--- config.mk ---
export PLATFORM = sky130hd
export DESIGN_NAME = dcs_window_seq
export DESIGN_NICKNAME = d
export VERILOG_FILES = /design/src/rtl/dcs_seq_pkg.sv /design/src/rtl/dcs_seq_ctrl.sv /design/src/rtl/dcs_seq_dp.sv /design/src/rtl/dcs_window_seq.sv
export SDC_FILE = /design/constraint.sdc
export NUM_CORES = 1
export LEC_CHECK = 0
export BUFFER_PORTS_ARGS = -buffer_cell sky130_fd_sc_hd__buf_2
export CAP_MARGIN = 10
export CORE_MARGIN = 5
export CORE_UTILIZATION = 45
export CTS_CLUSTER_DIAMETER = 50
export DETAILED_ROUTE_END_ITERATION = 6
export GPL_ROUTABILITY_DRIVEN = 0
export PLACE_DENSITY = 0.66
export SKIP_CTS_REPAIR_TIMING = 1
export SYNTH_ARGS = -nofsm -noshare
export SYNTH_HDL_FRONTEND = slang
export SYNTH_SLANG_ARGS = --single-unit
--- constraint.sdc ---
create_clock -name clk -period 3 [get_ports clk]
set_input_delay 0.3 -clock clk [delete_from_list [all_inputs] [get_ports clk]]
set_output_delay 0.3 -clock clk [all_outputs]
set_load 0.005 [all_outputs]
--- src/rtl/dcs_seq_pkg.sv ---
package dcs_seq_pkg;

  localparam logic [7:0] CMD_COL_WIN = 8'h2A;
  localparam logic [7:0] CMD_ROW_WIN = 8'h2B;
  localparam logic [7:0] CMD_MEM_WR  = 8'h2C;

  typedef enum logic [3:0] {
    ST_IDLE, ST_COL_CMD, ST_COL_PAR, ST_ROW_CMD, ST_ROW_PAR,
    ST_MEM_CMD, ST_FETCH, ST_PIX_A, ST_PIX_B
  } seqState_e;

  typedef enum logic [2:0] {
    BY_CMD_COL, BY_CMD_ROW, BY_CMD_MEM, BY_PAR_COL, BY_PAR_ROW, BY_PIX_A, BY_PIX_B
  } byteSel_e;

  // strobes from control to datapath
  typedef struct packed {
    logic       latchWin;
    logic       latchPix;
    byteSel_e   sel;
    logic [1:0] parIdx;
  } seqStrobe_t;

endpackage

--- src/rtl/dcs_seq_ctrl.sv ---
module dcs_seq_ctrl
  import dcs_seq_pkg::*;
#(
  parameter int COORD_W = 16,
  parameter int PANEL_W = 320,
  parameter int PANEL_H = 240
) (
  input  logic               clk,
  input  logic               rstN,
  input  logic               pipeEnable,
  input  logic               start,
  input  logic               blankMode,
  input  logic [COORD_W-1:0] x1,
  input  logic [COORD_W-1:0] y1,
  input  logic [COORD_W-1:0] x2,
  input  logic [COORD_W-1:0] y2,
  input  logic               pixValid,
  input  logic               outReady,
  output logic               pixReady,
  output logic               outValid,
  output logic               outDc,
  output logic               busy,
  output seqStrobe_t         strobe
);

  localparam int CNT_W = 2 * COORD_W;
  localparam logic [CNT_W-1:0] PANEL_PIX = CNT_W'(PANEL_W * PANEL_H);

  seqState_e        state;
  logic [1:0]       parCnt;
  logic [CNT_W-1:0] pixLeft;
  logic             blankR;
  logic             accept, take, fetchDone;
  logic [CNT_W-1:0] area;

  assign accept    = start && pipeEnable && (state == ST_IDLE);
  assign take      = outValid && outReady;
  assign fetchDone = (state == ST_FETCH) && (blankR || pixValid);
  assign area      = blankMode ? PANEL_PIX
                   : CNT_W'(x2 - x1) * CNT_W'(y2 - y1);

  always_ff @(posedge clk or negedge rstN) begin
    if (!rstN) begin
      state   <= ST_IDLE;
      parCnt  <= '0;
      pixLeft <= '0;
      blankR  <= 1'b0;
    end else begin
      unique case (state)
        ST_IDLE: if (accept) begin
          state   <= ST_COL_CMD;
          pixLeft <= area;
          blankR  <= blankMode;
        end
        ST_COL_CMD: if (take) begin state <= ST_COL_PAR; parCnt <= '0; end
        ST_COL_PAR: if (take) begin
          parCnt <= parCnt + 2'd1;
          if (parCnt == 2'd3) state <= ST_ROW_CMD;
        end
        ST_ROW_CMD: if (take) begin state <= ST_ROW_PAR; parCnt <= '0; end
        ST_ROW_PAR: if (take) begin
          parCnt <= parCnt + 2'd1;
          if (parCnt == 2'd3) state <= ST_MEM_CMD;
        end
        ST_MEM_CMD: if (take) state <= (pixLeft == '0) ? ST_IDLE : ST_FETCH;
        ST_FETCH:   if (fetchDone) state <= ST_PIX_A;
        ST_PIX_A:   if (take) state <= ST_PIX_B;
        ST_PIX_B: if (take) begin
          pixLeft <= pixLeft - 1'b1;
          state   <= (pixLeft == CNT_W'(1)) ? ST_IDLE : ST_FETCH;
        end
        default: state <= ST_IDLE;
      endcase
    end
  end

  always_comb begin
    outValid = 1'b1;
    outDc    = 1'b1;
    strobe.sel = BY_PIX_A;
    unique case (state)
      ST_COL_CMD: begin outDc = 1'b0; strobe.sel = BY_CMD_COL; end
      ST_ROW_CMD: begin outDc = 1'b0; strobe.sel = BY_CMD_ROW; end
      ST_MEM_CMD: begin outDc = 1'b0; strobe.sel = BY_CMD_MEM; end
      ST_COL_PAR: strobe.sel = BY_PAR_COL;
      ST_ROW_PAR: strobe.sel = BY_PAR_ROW;
      ST_PIX_A:   strobe.sel = BY_PIX_A;
      ST_PIX_B:   strobe.sel = BY_PIX_B;
      default:    outValid = 1'b0;
    endcase
  end

  assign strobe.latchWin = accept;
  assign strobe.latchPix = fetchDone;
  assign strobe.parIdx   = parCnt;
  assign pixReady        = (state == ST_FETCH) && !blankR;
  assign busy            = (state != ST_IDLE);

endmodule

--- src/rtl/dcs_seq_dp.sv ---
module dcs_seq_dp
  import dcs_seq_pkg::*;
#(
  parameter int COORD_W = 16,
  parameter int PANEL_W = 320,
  parameter int PANEL_H = 240
) (
  input  logic               clk,
  input  logic               rstN,
  input  seqStrobe_t         strobe,
  input  logic               blankMode,
  input  logic               srcIsXrgb,
  input  logic               swapBytes,
  input  logic [COORD_W-1:0] x1,
  input  logic [COORD_W-1:0] y1,
  input  logic [COORD_W-1:0] x2,
  input  logic [COORD_W-1:0] y2,
  input  logic [23:0]        pixIn,
  output logic [7:0]         outData
);

  localparam logic [COORD_W-1:0] COL_LAST = COORD_W'(PANEL_W - 1);
  localparam logic [COORD_W-1:0] ROW_LAST = COORD_W'(PANEL_H - 1);

  logic [COORD_W-1:0] colStart, colEnd, rowStart, rowEnd;
  logic               xrgbR, swapR, blankR;
  logic [15:0]        pixWord, pixConv;
  logic [7:0]         pixFirst, pixSecond;

  // 8:8:8 to 5:6:5 by keeping the top bits of each channel
  assign pixConv = srcIsXrgbR(xrgbR) ? {pixIn[23:19], pixIn[15:10], pixIn[7:3]} : pixIn[15:0];

  function automatic logic srcIsXrgbR(input logic f);
    return f;
  endfunction

  function automatic logic [7:0] winByte(input logic [COORD_W-1:0] s,
                                         input logic [COORD_W-1:0] e,
                                         input logic [1:0] idx);
    logic [15:0] s16, e16;
    s16 = 16'(s);
    e16 = 16'(e);
    case (idx)
      2'd0:    return s16[15:8];
      2'd1:    return s16[7:0];
      2'd2:    return e16[15:8];
      default: return e16[7:0];
    endcase
  endfunction

  always_ff @(posedge clk or negedge rstN) begin
    if (!rstN) begin
      colStart <= '0; colEnd <= '0; rowStart <= '0; rowEnd <= '0;
      xrgbR <= 1'b0; swapR <= 1'b0; blankR <= 1'b0;
      pixWord <= '0;
    end else begin
      if (strobe.latchWin) begin
        xrgbR  <= srcIsXrgb;
        swapR  <= swapBytes;
        blankR <= blankMode;
        if (blankMode) begin
          colStart <= '0; colEnd <= COL_LAST;
          rowStart <= '0; rowEnd <= ROW_LAST;
        end else begin
          colStart <= x1; colEnd <= x2 - 1'b1;
          rowStart <= y1; rowEnd <= y2 - 1'b1;
        end
      end
      if (strobe.latchPix) pixWord <= blankR ? 16'h0000 : pixConv;
    end
  end

  assign pixFirst  = swapR ? pixWord[7:0]  : pixWord[15:8];
  assign pixSecond = swapR ? pixWord[15:8] : pixWord[7:0];

  always_comb begin
    unique case (strobe.sel)
      BY_CMD_COL: outData = CMD_COL_WIN;
      BY_CMD_ROW: outData = CMD_ROW_WIN;
      BY_CMD_MEM: outData = CMD_MEM_WR;
      BY_PAR_COL: outData = winByte(colStart, colEnd, strobe.parIdx);
      BY_PAR_ROW: outData = winByte(rowStart, rowEnd, strobe.parIdx);
      BY_PIX_A:   outData = pixFirst;
      default:    outData = pixSecond;
    endcase
  end

endmodule

--- src/rtl/dcs_window_seq.sv ---
module dcs_window_seq
  import dcs_seq_pkg::*;
#(
  parameter int COORD_W = 16,
  parameter int PANEL_W = 320,
  parameter int PANEL_H = 240
) (
  input  logic               clk,
  input  logic               rstN,
  input  logic               pipeEnable,
  input  logic               start,
  input  logic               blankMode,
  input  logic               srcIsXrgb,
  input  logic               swapBytes,
  input  logic [COORD_W-1:0] x1,
  input  logic [COORD_W-1:0] y1,
  input  logic [COORD_W-1:0] x2,
  input  logic [COORD_W-1:0] y2,
  input  logic               pixValid,
  input  logic [23:0]        pixIn,
  output logic               pixReady,
  output logic               outValid,
  output logic [7:0]         outData,
  output logic               outDc,
  input  logic               outReady,
  output logic               busy
);

  seqStrobe_t strobe;

  dcs_seq_ctrl #(.COORD_W(COORD_W), .PANEL_W(PANEL_W), .PANEL_H(PANEL_H)) u_ctrl (
    .clk(clk), .rstN(rstN), .pipeEnable(pipeEnable), .start(start),
    .blankMode(blankMode), .x1(x1), .y1(y1), .x2(x2), .y2(y2),
    .pixValid(pixValid), .outReady(outReady), .pixReady(pixReady),
    .outValid(outValid), .outDc(outDc), .busy(busy), .strobe(strobe)
  );

  dcs_seq_dp #(.COORD_W(COORD_W), .PANEL_W(PANEL_W), .PANEL_H(PANEL_H)) u_dp (
    .clk(clk), .rstN(rstN), .strobe(strobe), .blankMode(blankMode),
    .srcIsXrgb(srcIsXrgb), .swapBytes(swapBytes),
    .x1(x1), .y1(y1), .x2(x2), .y2(y2), .pixIn(pixIn), .outData(outData)
  );

endmodule

==> results_dict.tcl <==
set metrics [dict create \
    status "finished, violations left" \
    violations "negative setup slack" \
    synthesis.area_um2 21100 \
    cp_max_fo 5 \
    timing.fmax_mhz 121 \
    die_x_um 227 \
    synthXorXnorAreaFrac_pct 5.13 \
    vias_per_cell 5.41 \
    hp-class "input port to async pin" \
    drc 0 \
    drt_iter0_drc 1610 \
    rows 79 \
    finClkSkew_ps 13.8 \
    synth_compound_area_share_pct 13.4 \
    syn_area_per_cell_um2 8.80 \
    fp.dieArea_um2 51400 \
    initial_utilization_pct 45.5 \
    critPathKind "input port to flop" \
    cts_root_buf "clkbuf_16" \
    grt_overflow 0 \
    grt_pass1_wl_um 105000 \
    grt_pass1_vias 20238 \
    maxCapViolations 0 \
    synthMostInstantiatedCell "inv_1" \
    fin_crit_ps 8270 \
    numCtsBuffers 17 \
    drt_pre_antenna_iters 7 \
    io_pins 109 \
    ys_top_cells_by_area "fa_1 33%, dfrtp_1 14%, ha_1 9.4%, inv_1 8.0%, nor2_1 4.7%" \
    worst-slew-pin-transition_ps 1400 \
    wirelength_um 66900 \
    worst-r2r-setup-slack_ps 60 \
    grt_max_degree 76 \
    cp_data_arrival_time_ps 8570 \
    synth_edf_count 0 \
    synth-adder-area-share_pct 42.4 \
    report.final.hold_viol_count 0 \
    grtUsageTotal_pct 25.9 \
    wl_per_cell_um 18.9 \
    dp_hpwl_um 54100 \
    setup_violations 36 \
    setup.worst_path.end_class "flop" \
    area.growth.synth_to_final_pct 34.3 \
    clk_pin_slew_ps 60 \
    rsz0062_at_grt "true" \
    reg2regPathDepth 10 \
    diodes 0 \
    antenna_left 0 \
    clock-sinks 121 \
    yosys.area_share.simple_pct 14.0 \
    port_buffers 105 \
    yosys.area.top_type_share_pct 33.1 \
    antenna_found_initial 0 \
    synth_top_family_by_area "adder cells" \
    num_vias 19151 \
    nNetsFinal 3525 \
    syn_nets 3005 \
    drive_gt1_share_pct 30.8 \
    clk_latency_ps 460 \
    synthArstFlopShare_pct 100 \
    cp-start-kind "input port" \
    critPathMaxStageDelay_ps 550 \
    ys_warn_count 0 \
    setup_ws_ps -5270 \
    die_height_um 227 \
    htreeDepth 4 \
    cpMaxStageDelayCell "fa_1" \
    coreArea_um2 46500 \
    synth_cell_types 78 \
    final_util_pct 61.1 \
    drv_slew 0 \
    clockBufferDepth 2 \
    critPathMostFrequentCell "fa_1" \
    seq_area_frac_synth_pct 14.3 \
    slew_headroom_pct 6.19 \
    post-route-period-util_pct 276 \
    ys_top_cells_by_count "453 x inv_1, 349 x fa_1, 266 x nor2_1" \
    required_ps 3310 \
    netlist_instances 2401 \
    synth.area.mux_share_pct 1.10 \
    ys.flop_type "dfrtp_1" \
    cts_tree "yes" \
    synth_top_area_cell "fa_1" \
    synth_seq_cells 121 \
]
per-layer routing:
metal	GRT usage (%)	share of wire (%)	vias up
met3	4.73	6.4	117
li1	-	-	8739
met1	33.7	41	9659
met5	0	0	-
met4	7.90	3.2	0
met2	44.3	50	636
final cells by class:
type,count,area (um2)
multi-input cells,1738,17700
fillers,3838,18100
well taps,607,759
clock inverters,15,205
clock buffers,17,425
inverters,454,1730
flip-flops and latches,121,3030
repair buffers,589,4570
worst max-delay path: cells and delay by family:
family	cells	cell delay (ps)
buffers and inverters	8	680
XOR/XNOR	10	1830
AND/OR/NAND/NOR	3	470
AO/OA/AOI/OAI	6	1190
adder cells (fa/ha/maj)	9	4110
per-stage QoR:
| step | instance area (um2) | TNS (ps) | hold WS [ps] | cells | setup WS, ps |
|---|---|---|---|---|---|
| 4_1_cts | 26800 | -121030 | 17.7 | 3505 | -5640 |
| 2_1_floorplan | 21700 | -110100 | 4.41 | 2401 | -5200 |
| 3_5_place_dp | 26100 | -131810 | 467 | 3473 | -6090 |
| 3_3_place_gp | 26100 | -128320 | 460 | 3473 | -5930 |
| 6_report | 28400 | -112840 | 31.7 | 3541 | -5270 |
| 5_1_grt | 28400 | -121210 | 29.4 | 3541 | -5560 |
layout by cell type (no fill, tap or decap), types with 52 or more instances in the layout:
cell and instances:
a21oi_1 63, buf_2 100, nor2_1 256, buf_4 430, nand2_1 202, ha_1 105, o21ai_0 68, ha_4 52
dfrtp_1 120, inv_1 428, fa_1 331, xnor2_1 61
state kept, by name (all words and copies together), names as in the netlist:
register        flops
u_ctrl.pixLeft     32
u_dp.colEnd        16
u_dp.colStart      16
u_dp.pixWord       16
u_dp.rowEnd        16
u_dp.rowStart      16
u_ctrl.state        4
u_ctrl.parCnt       2
u_dp.blankR         1
u_dp.swapR          1
u_dp.xrgbR          1
path summary, 6_finish.rpt:
path | start | end
max | x1[1] | u_ctrl.pixLeft[31]
min | rstN | u_dp.pixWord[5]
max reg2reg | u_ctrl.pixLeft[24] | u_ctrl.state[2]
min reg2reg | u_dp.rowEnd[4] | u_dp.rowEnd[4]
max in group asynchronous | rstN | u_dp.colStart[11]
min in group clk | srcIsXrgb | u_dp.xrgbR
cell families (layout without fill, tap and decap cells):
logic type | Yosys count | after routing
AOI/OAI and AO/OA | 427 | 427
xor gates and xnor gates | 120 | 120
adders and majority gates | 507 | 507
buffers and inverters | 542 | 1075
DFF | 121 | 121
muxes | 23 | 23
and+or+nand+nor | 661 | 661
Power is not shown: default switching activity piles up to over one toggle a cycle in this logic, so the estimate is an artifact.
